--- config.mk ---
export PLATFORM = sky130hd
export DESIGN_NAME = engtick_top
export DESIGN_NICKNAME = d
export VERILOG_FILES = /design/src/rtl/engtick_pkg.sv /design/src/rtl/engtick_div.sv /design/src/rtl/engtick_chan.sv /design/src/rtl/engtick_regs.sv /design/src/rtl/engtick_top.sv
export SDC_FILE = /design/constraint.sdc
export NUM_CORES = 1
export LEC_CHECK = 0
export ABC_CLOCK_PERIOD_IN_PS = 2250
export BUFFER_PORTS_ARGS = -buffer_cell sky130_fd_sc_hd__buf_2
export CORE_MARGIN = 2
export CORE_UTILIZATION = 40
export CTS_BUF_LIST = sky130_fd_sc_hd__clkbuf_4 sky130_fd_sc_hd__clkbuf_8 sky130_fd_sc_hd__clkbuf_16
export CTS_CLUSTER_DIAMETER = 150
export DETAILED_ROUTE_END_ITERATION = 10
export SYNTH_ARGS = -nofsm -noshare
export SYNTH_HDL_FRONTEND = slang
export SYNTH_SLANG_ARGS = --single-unit
--- constraint.sdc ---
create_clock -name clk -period 2.25 [get_ports clk]
set_clock_uncertainty 0.2 [all_clocks]
set_input_delay 0.45 -clock clk [delete_from_list [all_inputs] [get_ports clk]]
set_output_delay 0.45 -clock clk [all_outputs]
set_load 0.03 [all_outputs]
--- src/rtl/engtick_pkg.sv ---
package engtick_pkg;

    localparam int SEL_W = 2;

    typedef enum logic [1:0] {
        CH_DIRECT = 2'd0,
        CH_HALT   = 2'd1,
        CH_PRE_A  = 2'd2,
        CH_PRE_B  = 2'd3
    } ch_state_t;

    function automatic ch_state_t state_for_sel(input logic [SEL_W-1:0] sel);
        ch_state_t st;
        unique case (sel)
            2'b00:   st = CH_DIRECT;
            2'b01:   st = CH_HALT;
            2'b10:   st = CH_PRE_A;
            default: st = CH_PRE_B;
        endcase
        return st;
    endfunction

endpackage

--- src/rtl/engtick_div.sv ---
module engtick_div #(
    parameter int CW = 3
) (
    input  logic          clk,
    input  logic          rst_n,
    input  logic          clr,
    input  logic          hold,
    input  logic          in_tick,
    input  logic [CW-1:0] limit,
    output logic          out_tick
);

    logic [CW-1:0] cnt_q;
    logic          at_limit;

    assign at_limit = (cnt_q == limit);

    always_ff @(posedge clk) begin
        if (!rst_n) begin
            cnt_q <= '0;
        end else if (clr || hold) begin
            cnt_q <= '0;
        end else if (in_tick) begin
            cnt_q <= at_limit ? '0 : cnt_q + 1'b1;
        end
    end

    assign out_tick = in_tick && at_limit && !hold;

endmodule

--- src/rtl/engtick_chan.sv ---
module engtick_chan
    import engtick_pkg::*;
#(
    parameter int N_W = 3,
    parameter int P_W = 3
) (
    input  logic             clk,
    input  logic             rst_n,
    input  logic             wr,
    input  logic [SEL_W-1:0] new_sel,
    input  logic [N_W-1:0]   n_lim,
    input  logic [P_W-1:0]   p_lim,
    input  logic             xtal_tick,
    input  logic             pll_a_tick,
    input  logic             pll_b_tick,
    output logic             eng_tick
);

    ch_state_t state_q;
    ch_state_t state_d;

    logic pre_in;
    logic pre_hold;
    logic pre_out;
    logic fin_in;
    logic fin_hold;

    // next-state: only a slice-changing write moves the machine
    always_comb begin
        state_d = state_q;
        if (wr) begin
            state_d = state_for_sel(new_sel);
        end
    end

    always_ff @(posedge clk) begin
        if (!rst_n) begin
            state_q <= CH_DIRECT;
        end else begin
            state_q <= state_d;
        end
    end

    // outputs: route strobes through the dividers per state
    always_comb begin
        pre_in   = 1'b0;
        pre_hold = 1'b1;
        fin_in   = 1'b0;
        fin_hold = 1'b1;
        unique case (state_q)
            CH_DIRECT: begin
                fin_in   = xtal_tick;
                fin_hold = 1'b0;
            end
            CH_PRE_A: begin
                pre_in   = pll_a_tick;
                pre_hold = 1'b0;
                fin_in   = pre_out;
                fin_hold = 1'b0;
            end
            CH_PRE_B: begin
                pre_in   = pll_b_tick;
                pre_hold = 1'b0;
                fin_in   = pre_out;
                fin_hold = 1'b0;
            end
            CH_HALT: begin
                pre_in   = 1'b0;
                fin_in   = 1'b0;
            end
        endcase
    end

    engtick_div #(.CW(P_W)) u_pre (
        .clk      (clk),
        .rst_n    (rst_n),
        .clr      (wr),
        .hold     (pre_hold),
        .in_tick  (pre_in),
        .limit    (p_lim),
        .out_tick (pre_out)
    );

    engtick_div #(.CW(N_W)) u_fin (
        .clk      (clk),
        .rst_n    (rst_n),
        .clr      (wr),
        .hold     (fin_hold),
        .in_tick  (fin_in),
        .limit    (n_lim),
        .out_tick (eng_tick)
    );

endmodule

--- src/rtl/engtick_regs.sv ---
module engtick_regs #(
    parameter int              NUM_CH     = 4,
    parameter int              SLICE_W    = 8,
    parameter int              ADDR_W     = 12,
    parameter logic [ADDR_W-1:0] REG_OFFSET = 12'h030,
    localparam int             DATA_W     = NUM_CH * SLICE_W
) (
    input  logic              clk,
    input  logic              rst_n,
    input  logic              reg_we,
    input  logic [ADDR_W-1:0] reg_addr,
    input  logic [DATA_W-1:0] reg_wdata,
    output logic [DATA_W-1:0] reg_rdata,
    output logic [DATA_W-1:0] ctrl_word,
    output logic [NUM_CH-1:0] slice_wr
);

    logic addr_hit;
    logic wr_hit;

    assign addr_hit = (reg_addr == REG_OFFSET);
    assign wr_hit   = reg_we && addr_hit;

    always_ff @(posedge clk) begin
        if (!rst_n) begin
            ctrl_word <= '0;
        end else if (wr_hit) begin
            ctrl_word <= reg_wdata;
        end
    end

    for (genvar k = 0; k < NUM_CH; k++) begin : g_slice_wr
        assign slice_wr[k] = wr_hit &&
            (reg_wdata[k*SLICE_W +: SLICE_W] != ctrl_word[k*SLICE_W +: SLICE_W]);
    end

    assign reg_rdata = addr_hit ? ctrl_word : '0;

endmodule

--- src/rtl/engtick_top.sv ---
module engtick_top
    import engtick_pkg::*;
#(
    parameter int                NUM_CH     = 4,
    parameter int                N_W        = 3,
    parameter int                P_W        = 3,
    parameter int                ADDR_W     = 12,
    parameter logic [ADDR_W-1:0] REG_OFFSET = 12'h030,
    localparam int               SLICE_W    = N_W + SEL_W + P_W,
    localparam int               DATA_W     = NUM_CH * SLICE_W
) (
    input  logic              clk,
    input  logic              rst_n,
    input  logic              xtal_tick,
    input  logic              pll_a_tick,
    input  logic              pll_b_tick,
    input  logic              reg_we,
    input  logic [ADDR_W-1:0] reg_addr,
    input  logic [DATA_W-1:0] reg_wdata,
    output logic [DATA_W-1:0] reg_rdata,
    output logic [NUM_CH-1:0] eng_tick
);

    logic [DATA_W-1:0] ctrl_word;
    logic [NUM_CH-1:0] slice_wr;

    engtick_regs #(
        .NUM_CH     (NUM_CH),
        .SLICE_W    (SLICE_W),
        .ADDR_W     (ADDR_W),
        .REG_OFFSET (REG_OFFSET)
    ) u_regs (
        .clk       (clk),
        .rst_n     (rst_n),
        .reg_we    (reg_we),
        .reg_addr  (reg_addr),
        .reg_wdata (reg_wdata),
        .reg_rdata (reg_rdata),
        .ctrl_word (ctrl_word),
        .slice_wr  (slice_wr)
    );

    for (genvar k = 0; k < NUM_CH; k++) begin : g_chan
        logic [SLICE_W-1:0] cur_slice;
        logic [SLICE_W-1:0] new_slice;

        assign cur_slice = ctrl_word[k*SLICE_W +: SLICE_W];
        assign new_slice = reg_wdata[k*SLICE_W +: SLICE_W];

        engtick_chan #(.N_W(N_W), .P_W(P_W)) u_chan (
            .clk        (clk),
            .rst_n      (rst_n),
            .wr         (slice_wr[k]),
            .new_sel    (new_slice[P_W +: SEL_W]),
            .n_lim      (cur_slice[SLICE_W-1 -: N_W]),
            .p_lim      (cur_slice[P_W-1:0]),
            .xtal_tick  (xtal_tick),
            .pll_a_tick (pll_a_tick),
            .pll_b_tick (pll_b_tick),
            .eng_tick   (eng_tick[k])
        );
    end

endmodule

### Word-level counts from Yosys, hierarchy flattened

Cells that the tools add are included.

| operators by class | value |
|---|---|
| $add $sub $neg | 8 |
| equality and inequality tests | 33 |
| mux-type cells | 29 |
| bitwise gates (word level) | 1 |
| reduce and logical (&&, ||, !) cells | 53 |

Operator list:

| cell | count |
|---|---|
| 2-to-1 mux 32 bit | 1 |
| != test 8 bit | 4 |
| adder 3 x 1 -> 3 bit (second input constant) | 8 |
| == test 2 bit (second input constant) | 12 |
| == test 3 bit | 8 |
| 2-to-1 mux 3 bit | 8 |
| one-hot mux 2 bit (3 select lines) | 4 |
| OR reduction 2 bit | 12 |
| logical AND 1 bit | 21 |
| == test 2 x 1 -> 1 bit (second input constant) | 8 |
| logical NOT 2 bit | 8 |
| == test 12 x 6 -> 1 bit (second input constant) | 1 |
| one-hot mux 1 bit (3 select lines) | 4 |
| OR reduction 3 bit | 4 |
| logical OR 1 bit | 8 |
| 2-to-1 mux 1 bit | 8 |
| one-hot mux 1 bit (2 select lines) | 4 |
| inverter 1 bit | 1 |

| storage, ports and cells | value |
|---|---|
| register bits | 64 |
| word-level logic and storage cells | 137 |

### Longest topological paths before layout

Gate-level depths: netlist of the first run.

| logic depth | value |
|---|---|
| depth in word-level cells | 7 |
| depth in mapped cells | 6 |
| depth with buffers taken out | 5 |

### Cells and area by module

From an unflattened synthesis of the first run, not the netlist that was laid out.

| second synthesis, totals | value |
|---|---|
| cell total of the unflattened synthesis | 439 |
| area total of the unflattened synthesis | 4071.4 um^2 |

Modules (own cells, without submodules):

| module | times used | cells each | area an instance (um^2) | seq. area each (um^2) |
|---|---|---|---|---|
| engtick_regs | 1 | 223 | 1894.3 | 640.6 |
| engtick_div | 8 | 21 | 216.5 | 60.1 |
| engtick_chan | 4 | 12 | 111.4 | 40.0 |

### Worst setup path after synthesis of the first run

No wires, ideal clock.

| timing path | value |
|---|---|
| path type | in2out |
| start | input port reg_addr[1] |
| end | output port reg_rdata[11] |
| data arrival time | 1.532 ns |
| path slack | 0.068 ns |
| cell stages on the path | 4 |
| path buffers | 1 |
| path through | nor4b_1 and3_1 clkbuf_1 and2_1 |

| on the way | value |
|---|---|
| cells in the longest elaborated chain, start to end | 2 |

RTL lines:

| what | RTL line | RTL |
|---|---|---|
| from (decl) | engtick_top.sv:18 | `input logic [ADDR_W-1:0] reg_addr,` |
| == test 12 x 6 -> 1 bit | engtick_regs.sv:21 | `assign addr_hit = (reg_addr == REG_OFFSET);` |
| 2-to-1 mux 32 bit | engtick_regs.sv:37 | `assign reg_rdata = addr_hit ? ctrl_word : '0;` |
| to (decl) | engtick_top.sv:20 | `output logic [DATA_W-1:0] reg_rdata,` |

No other way between the ends.

### Worst setup path after layout of the first run

| timing path | value |
|---|---|
| start | input port reg_addr[11] |
| end | output port reg_rdata[19] |

Same word-level chain as after synthesis.

==> flow_summary_export.csv, run 1 <==
group,metric,value,unit
timing,hold_slack,0.166,ns
worst_setup_path,critPathArrivalTime,1.66,ns
run,drv_cap,0,
layout,antenna_cells,0,
route,num_vias,3263,
synthesis,syn_inst,431,
synthesis,synth.avg_cell_area,8.40,µm²
timing,finalWorstSetupSlack,-0.0607,ns
synthesis,ys.flop_type,"dfxtp_1",
synthesis,netlist_area,3620,µm²
power,swShare,0.227,
worst_setup_path,worstPathMaxFanout,6,
placement,hpwlAfterDp,6.23,mm
power,p_int,1.89,mW
clock_network,cts_sinks,64,
synthesis,yosysMostFrequentCell,"nand2_1",
global_routing,grt_usage,0.181,
synthesis,synth_seq_cells,64,
layout,final_util,0.571,
placement,place_congestion,0.780,
power,irDropWorstVdd,0.356,mV
layout,area_growth,38.3,%
timing,timing.final.hold_violations,0,
clock_network,clock-root-buffer,"clkbuf_8",
worst_setup_path,cpPeakStageDelay,0.35,ns
floorplanning,die-width,99.1,µm
layout,fin_nets,591,
synthesis,synth.distinct_cells,35,
clock_network,clockBufferDepth,2,
status,violations,"negative setup slack",
synthesis,ys_top_cells_by_count,"nand2_1, dfxtp_1, xnor2_1, a21boi_0, and2_1",
worst_setup_path,critical_path_class,"in2out",
layout,final-seq-area,1310,µm²
layout,fill_cells,810,
global_routing,grt_pass1_vias,3210,
timing,min_period,2.31,ns
timing,slew_viol_final,0,
worst_setup_path,crit_chain,"buf_2, nor4_4, and3_4, clkbuf_16, and2_4, buf_6",
power,powerDensity,489,nW/µm²
timing,rsz0062_at_grt,"yes",
route,dr.pass1.iters,4,
power,power.share.sequential,0.468,
global_routing,grt_overflow_total,0,
timing,fmaxAchievable,433,MHz
route,drt-total-wl,9.55,mm
floorplanning,coreArea,8760,µm²
power,p_switching,556,µW
floorplanning,die_area,9830,µm²
timing,finalSetupViolations,33,
power,clkPwrFrac,0.441,
worst_setup_path,cp-end-kind,"output pin",
synthesis,synth_edf_count,0,
route,route.detailed.drc,0,
timing,final.setup.tns,-1.13,ns
worst_setup_path,critPathLaunchType,"input pin",
synthesis,synth_seq_area_share,0.354,
global_routing,grt_pass1_wl,14.6,mm
worst_setup_path,crit_path_top_delay_cell,"and3_4",
power,pwr-share-comb,0.091,
global_routing,antenna_found_initial,0,
route,first_iter_violations,89,
worst_hold_path,hold_path.class,"in2reg",
synthesis,ys_warn_count,0,
placement,port_buffers,85,
floorplanning,ios,86,
synthesis,syn-num-nets,489,
synthesis,yosysTopAreaCell,"dfxtp_1",
clock_network,h-tree-depth,3,
floorplanning,initial_core_util,0.413,
placement,dpl-instance-area,4220,µm²
floorplanning,num_rows,34,
synthesis,yosys-top-cells-area,"dfxtp_1, xnor2_1, a21boi_0, nand2_1, and2_1",
clock_network,cts_buffers,9,
worst_setup_path,cp.required,1.60,ns
synthesis,asyncSetResetFlopFracSynth,0,
timing,worstMarginPinSlew,0.513,ns
route,wl_per_cell,14.8,µm
layout,multi_input_area,2380,µm²
clock_network,cts_tree,"done",
power,p_leak,1.96,nW
layout,postLayoutCellArea,5000,µm²
power,fin_total_pwr,2.45,mW
synthesis,synth_top_area_share,0.354,
status,status,"complete, but fails checks",
clock_network,clock_latency,0.34,ns
clock_network,clk_pin_slew,0.07,ns
route,ant_nets,0,
timing,fin_crit_sh,1.03,
route,vias_per_cell,5.05,
layout,drive_gt1_frac,0.364,
floorplanning,die_y,99.1,µm
global_routing,grt_max_degree,33,
timing,slew_headroom,0.654,
[per-stage QoR]
stage          worst slack (ns)  cells
2_1_floorplan            0.0681    431
3_3_place_gp            -0.0525    619
3_5_place_dp             -0.117    619
4_1_cts                 -0.0987    641
5_1_grt                  -0.135    646
6_report                -0.0607    646
[power by group through the flow]
stage	sequential (mW)	combinational (mW)	clock, mW
after floorplan	1.17	0.117	0
after global routing	1.15	0.241	1.16
after detailed placement	1.17	0.205	0
after CTS	1.14	0.214	1.11
after global placement	1.17	0.203	0
final	1.15	0.223	1.08
[worst paths after layout]
check	start	endpoint	slack [ns]	depth (start not counted)
setup / recovery	reg_addr[11]	reg_rdata[19]	-0.06	6
hold reg to reg	g_chan[2].u_chan.u_pre.cnt_q[1]$_SDFFE_PP0N_	g_chan[2].u_chan.u_pre.cnt_q[1]$_SDFFE_PP0N_	0.27	2
hold / removal	reg_wdata[24]	u_regs.ctrl_word[24]$_SDFFE_PN0P_	0.17	3
setup reg to reg	g_chan[0].u_chan.u_pre.cnt_q[0]$_SDFFE_PP0N_	g_chan[0].u_chan.u_fin.cnt_q[2]$_SDFFE_PP0P_	0.40	6
[routing by layer]
layer / share of wire / wire, µm / GRT usage / up-vias
li1: - / - / - / 1666
met1: 0.44 / 4160 / 0.220 / 1508
met2: 0.49 / 4700 / 0.315 / 76
met3: 0.050 / 481 / 0.0541 / 13
met4: 0.021 / 204 / 0.0453 / 0
met5: 0 / 0 / 0 / -
[critical path: cells and delay by family]
kind	cells	cell delay, ns
AND/OR/NAND/NOR	3	0.78
buffers and inverters	3	0.43
[registers in the layout (all words and copies together), names as in the netlist]
register and count:
g_chan.u_chan.state_q 8, g_chan.u_chan.u_pre.cnt_q 12, g_chan.u_chan.u_fin.cnt_q 12, u_regs.ctrl_word 32
[cell families after synthesis]
family / synth area share
simple gates: 0.250
fa+ha+maj: 0.0277
xor+xnor: 0.148
mux: 0.0373
flops: 0.354
compound gates: 0.150
buf+inv: 0.0332
[cell usage in the layout, fill, tap and decap left out, types with 2 or more instances in the layout]
cell type,Yosys,final
and2_4,0,31
nor3_2,3,3
nor2_1,23,23
o211ai_1,7,7
nand3b_1,2,2
nand3_1,11,10
nand4_1,9,9
inv_1,7,7
nor4b_4,0,2
clkbuf_8,0,13
or4b_1,3,3
a32oi_2,3,3
mux2i_1,9,9
xnor2_1,48,45
nand2_1,78,77
buf_6,0,35
buf_12,0,2
mux2_2,4,3
xnor2_2,0,3
dfxtp_1,64,49
a21oi_1,15,15
dfxtp_4,0,2
a21boi_0,39,39
buf_8,0,2
o21ai_1,3,3
nor3_1,3,3
xor2_1,13,13
buf_2,3,47
dfxtp_2,0,13
or3_1,3,3
nor2b_1,6,6
clkbuf_16,0,3
o21ai_0,9,9
ha_1,8,8
buf_4,5,21
or3b_2,3,3
[final cells by class]
class | instances | area share
multi-input cells | 341 | 0.477
flip-flops and latches | 64 | 0.261
repair buffers | 110 | 0.186
clock buffers | 14 | 0.0373
well taps | 108 | 0.0270
clock inverters | 2 | 0.00700
inverters | 7 | 0.00525
[repair_timing]
item / in CTS / in global routing
setup buffers: 6 / 1
resized for setup: 20 / 149
hold buffers: 0 / 0
pin swaps: 10 / 12
setup endpoints to repair: 36 / 36
gates cloned: 0 / 4
No activity file was read; power rests on OpenSTA's default activity.
==> run 2: changes to the inputs <==
--- a/config.mk
+++ b/config.mk
@@ -8,10 +8,11 @@
 export ABC_CLOCK_PERIOD_IN_PS = 2250
 export BUFFER_PORTS_ARGS = -buffer_cell sky130_fd_sc_hd__buf_2
 export CORE_MARGIN = 2
-export CORE_UTILIZATION = 40
+export CORE_UTILIZATION = 47
 export CTS_BUF_LIST = sky130_fd_sc_hd__clkbuf_4 sky130_fd_sc_hd__clkbuf_8 sky130_fd_sc_hd__clkbuf_16
 export CTS_CLUSTER_DIAMETER = 150
 export DETAILED_ROUTE_END_ITERATION = 10
+export PLACE_DENSITY = 0.71
 export SYNTH_ARGS = -nofsm -noshare
 export SYNTH_HDL_FRONTEND = slang
 export SYNTH_SLANG_ARGS = --single-unit
==> flow_summary_export.csv, run 2 (synthesis gave the netlist of run 1 again) <==
group,metric,value,unit
status,status,"complete, but fails checks",
status,violations,"negative setup slack",
power,clkPwrFrac,0.468,
global_routing,grt_max_degree,34,
floorplanning,die_area,8420,µm²
global_routing,grtUsageMet3,0.0320,
layout,final_common_cell,"nand2_1",
worst_setup_path,worstPathMaxFanout,3,
layout,top_regs,"u_regs.ctrl_word (32), g_chan.u_chan.u_fin.cnt_q (12), g_chan.u_chan.u_pre.cnt_q (12)",
global_routing,grt_pass1_wl,14.5,mm
timing,worstMarginPinSlew,0.477,ns
worst_setup_path,critical_path_class,"reg2out",
clock_network,clock-root-buffer,"clkbuf_8",
clock_network,cts_sinks,64,
timing,slew_headroom,0.679,
power,p_leak,1.98,nW
layout,drive_gt1_frac,0.386,
layout,final_cells,646,
placement,hpwlAfterDp,6.09,mm
global_routing,grt_usage,0.211,
layout,antenna_cells,0,
timing,final.setup.tns,-0.558,ns
worst_setup_path,cpPeakStageDelay,0.34,ns
worst_setup_path,r2r-start,"u_regs.ctrl_word[2]$_SDFFE_PN0P_",
worst_setup_path,cp-end-kind,"output pin",
route,wl_per_cell,14.8,µm
layout,regMostFlops,"u_regs.ctrl_word",
worst_hold_path,min-delay-start,"reg_wdata[0]",
global_routing,antenna_found_initial,0,
timing,fin_crit_sh,1.02,
worst_setup_path,critPathLaunchType,"flop",
layout,fin_nets,597,
timing,slew_viol_final,0,
worst_setup_path,cp.required,1.60,ns
route,ant_nets,0,
run,drv_cap,0,
global_routing,grt.busiest_layer,"met2",
power,p_switching,587,µW
worst_setup_path,critPathArrivalTime,1.65,ns
clock_network,cts_buffers,9,
layout,largest_reg_flops,32,
clock_network,clk_pin_slew,0.08,ns
worst_setup_path,crit_path_top_delay_cell,"dfxtp_2",
power,irDropWorstVdd,0.314,mV
timing,finalSetupViolations,27,
route,dr.pass1.iters,4,
route,route.detailed.drc,0,
timing,rsz0062_at_grt,"yes",
floorplanning,ios,86,
route,first_iter_violations,126,
timing,fmaxAchievable,435,MHz
floorplanning,coreArea,7610,µm²
worst_setup_path,crit_chain,"xor2_2, nor3_2, a32oi_2, nor2_1, buf_4",
layout,area_growth,39.4,%
placement,dp_cells,614,
power,pwr-share-comb,0.088,
worst_setup_path,crit_start,"g_chan[2].u_chan.u_pre.cnt_q[2]$_SDFFE_PP0N_",
global_routing,grt_overflow_total,0,
route,vias_per_cell,5.20,
clock_network,cts_tree,"done",
clock_network,h-tree-depth,3,
power,swShare,0.227,
route,drt-total-wl,9.56,mm
clock_network,clockBufferDepth,2,
timing,min_period,2.30,ns
floorplanning,die-width,91.8,µm
placement,place_congestion,0.775,
timing,timing.final.hold_violations,0,
power,fin_total_pwr,2.58,mW
layout,final_cell_mix,"nand2_1, buf_2, xnor2_1",
worst_hold_path,hold_path.class,"in2reg",
global_routing,grt_pass1_vias,3202,
route,num_vias,3360,
floorplanning,initial_core_util,0.476,
clock_network,clock_latency,0.35,ns
floorplanning,num_rows,32,
placement,port_buffers,85,
global_routing,grt_use_met1,0.264,
clock_network,cts_hold_buf,0,
floorplanning,die_y,91.8,µm
placement,pre_cts_ws,-0.143,ns
global_routing,gr-usage-met2,0.362,
power,powerDensity,512,nW/µm²
power,power.share.sequential,0.444,
power,p_int,1.99,mW
timing,finalWorstSetupSlack,-0.0505,ns
run 2: changes by cell type in the layout (fill, tap and decap cells not counted), sizes merged:
cell | before | now
clkinv | 1 | 2
clkbuf | 17 | 12
buf | 107 | 114
bufinv | 1 | 3
clkinvlp | 0 | 1
run 2: power groups by stage:
stage	logic [mW]	registers, mW	clock network [mW]
2_1_floorplan	0.117	1.17	0
3_3_place_gp	0.201	1.17	0
3_5_place_dp	0.204	1.17	0
4_1_cts	0.216	1.15	1.22
5_1_grt	0.245	1.15	1.27
6_report	0.228	1.15	1.21
run 2: what timing repair did:
action,in CTS,in global routing
setup endpoints to repair,36,36
setup buffers,4,9
gates cloned,0,3
pin swaps,9,17
gates resized for setup,54,87
run 2: per-stage QoR:
step           hold slack [ns]  cell area [µm²]   util
4_1_cts                  0.153             4640  0.611
5_1_grt                  0.166             5040  0.663
2_1_floorplan            0.257             3620      -
3_3_place_gp             0.271             4220  0.554
3_5_place_dp             0.276             4220  0.554
6_report                 0.156             5040  0.663
run 2: per-layer routing:
metal  up-vias  share of wire
met4         0          0.019
met3        17          0.038
li1       1670              -
met5         -              0
met1      1584           0.45
met2        89           0.49
run 2: critical path: cells and delay by family (launching register included):
kind | cells | cell delay (ns)
AOI/OAI and AO/OA | 1 | 0.18
xor gates and xnor gates | 1 | 0.17
buffers and inverters | 1 | 0.18
DFF | 1 | 0.34
and+or+nand+nor | 2 | 0.43
run 2: cell type report:
type / count / area (µm²)
sequential: 64 / 1310
clock buffer: 10 / 131
multi-input combinational: 341 / 2390
fill: 648 / 2560
clock inverter: 6 / 108
timing repair buffer: 116 / 953
inverter: 7 / 26.3
tap: 102 / 128
run 2: worst paths after layout:
kind / end / slack (ns) / cells past startpoint
min: u_regs.ctrl_word[0]$_SDFFE_PN0P_ / 0.16 / 3
max: eng_tick[2] / -0.05 / 5
min reg2reg: g_chan[1].u_chan.u_pre.cnt_q[1]$_SDFFE_PP0N_ / 0.28 / 2
max reg2reg: g_chan[0].u_chan.u_pre.cnt_q[2]$_SDFFE_PP0N_ / 0.36 / 6
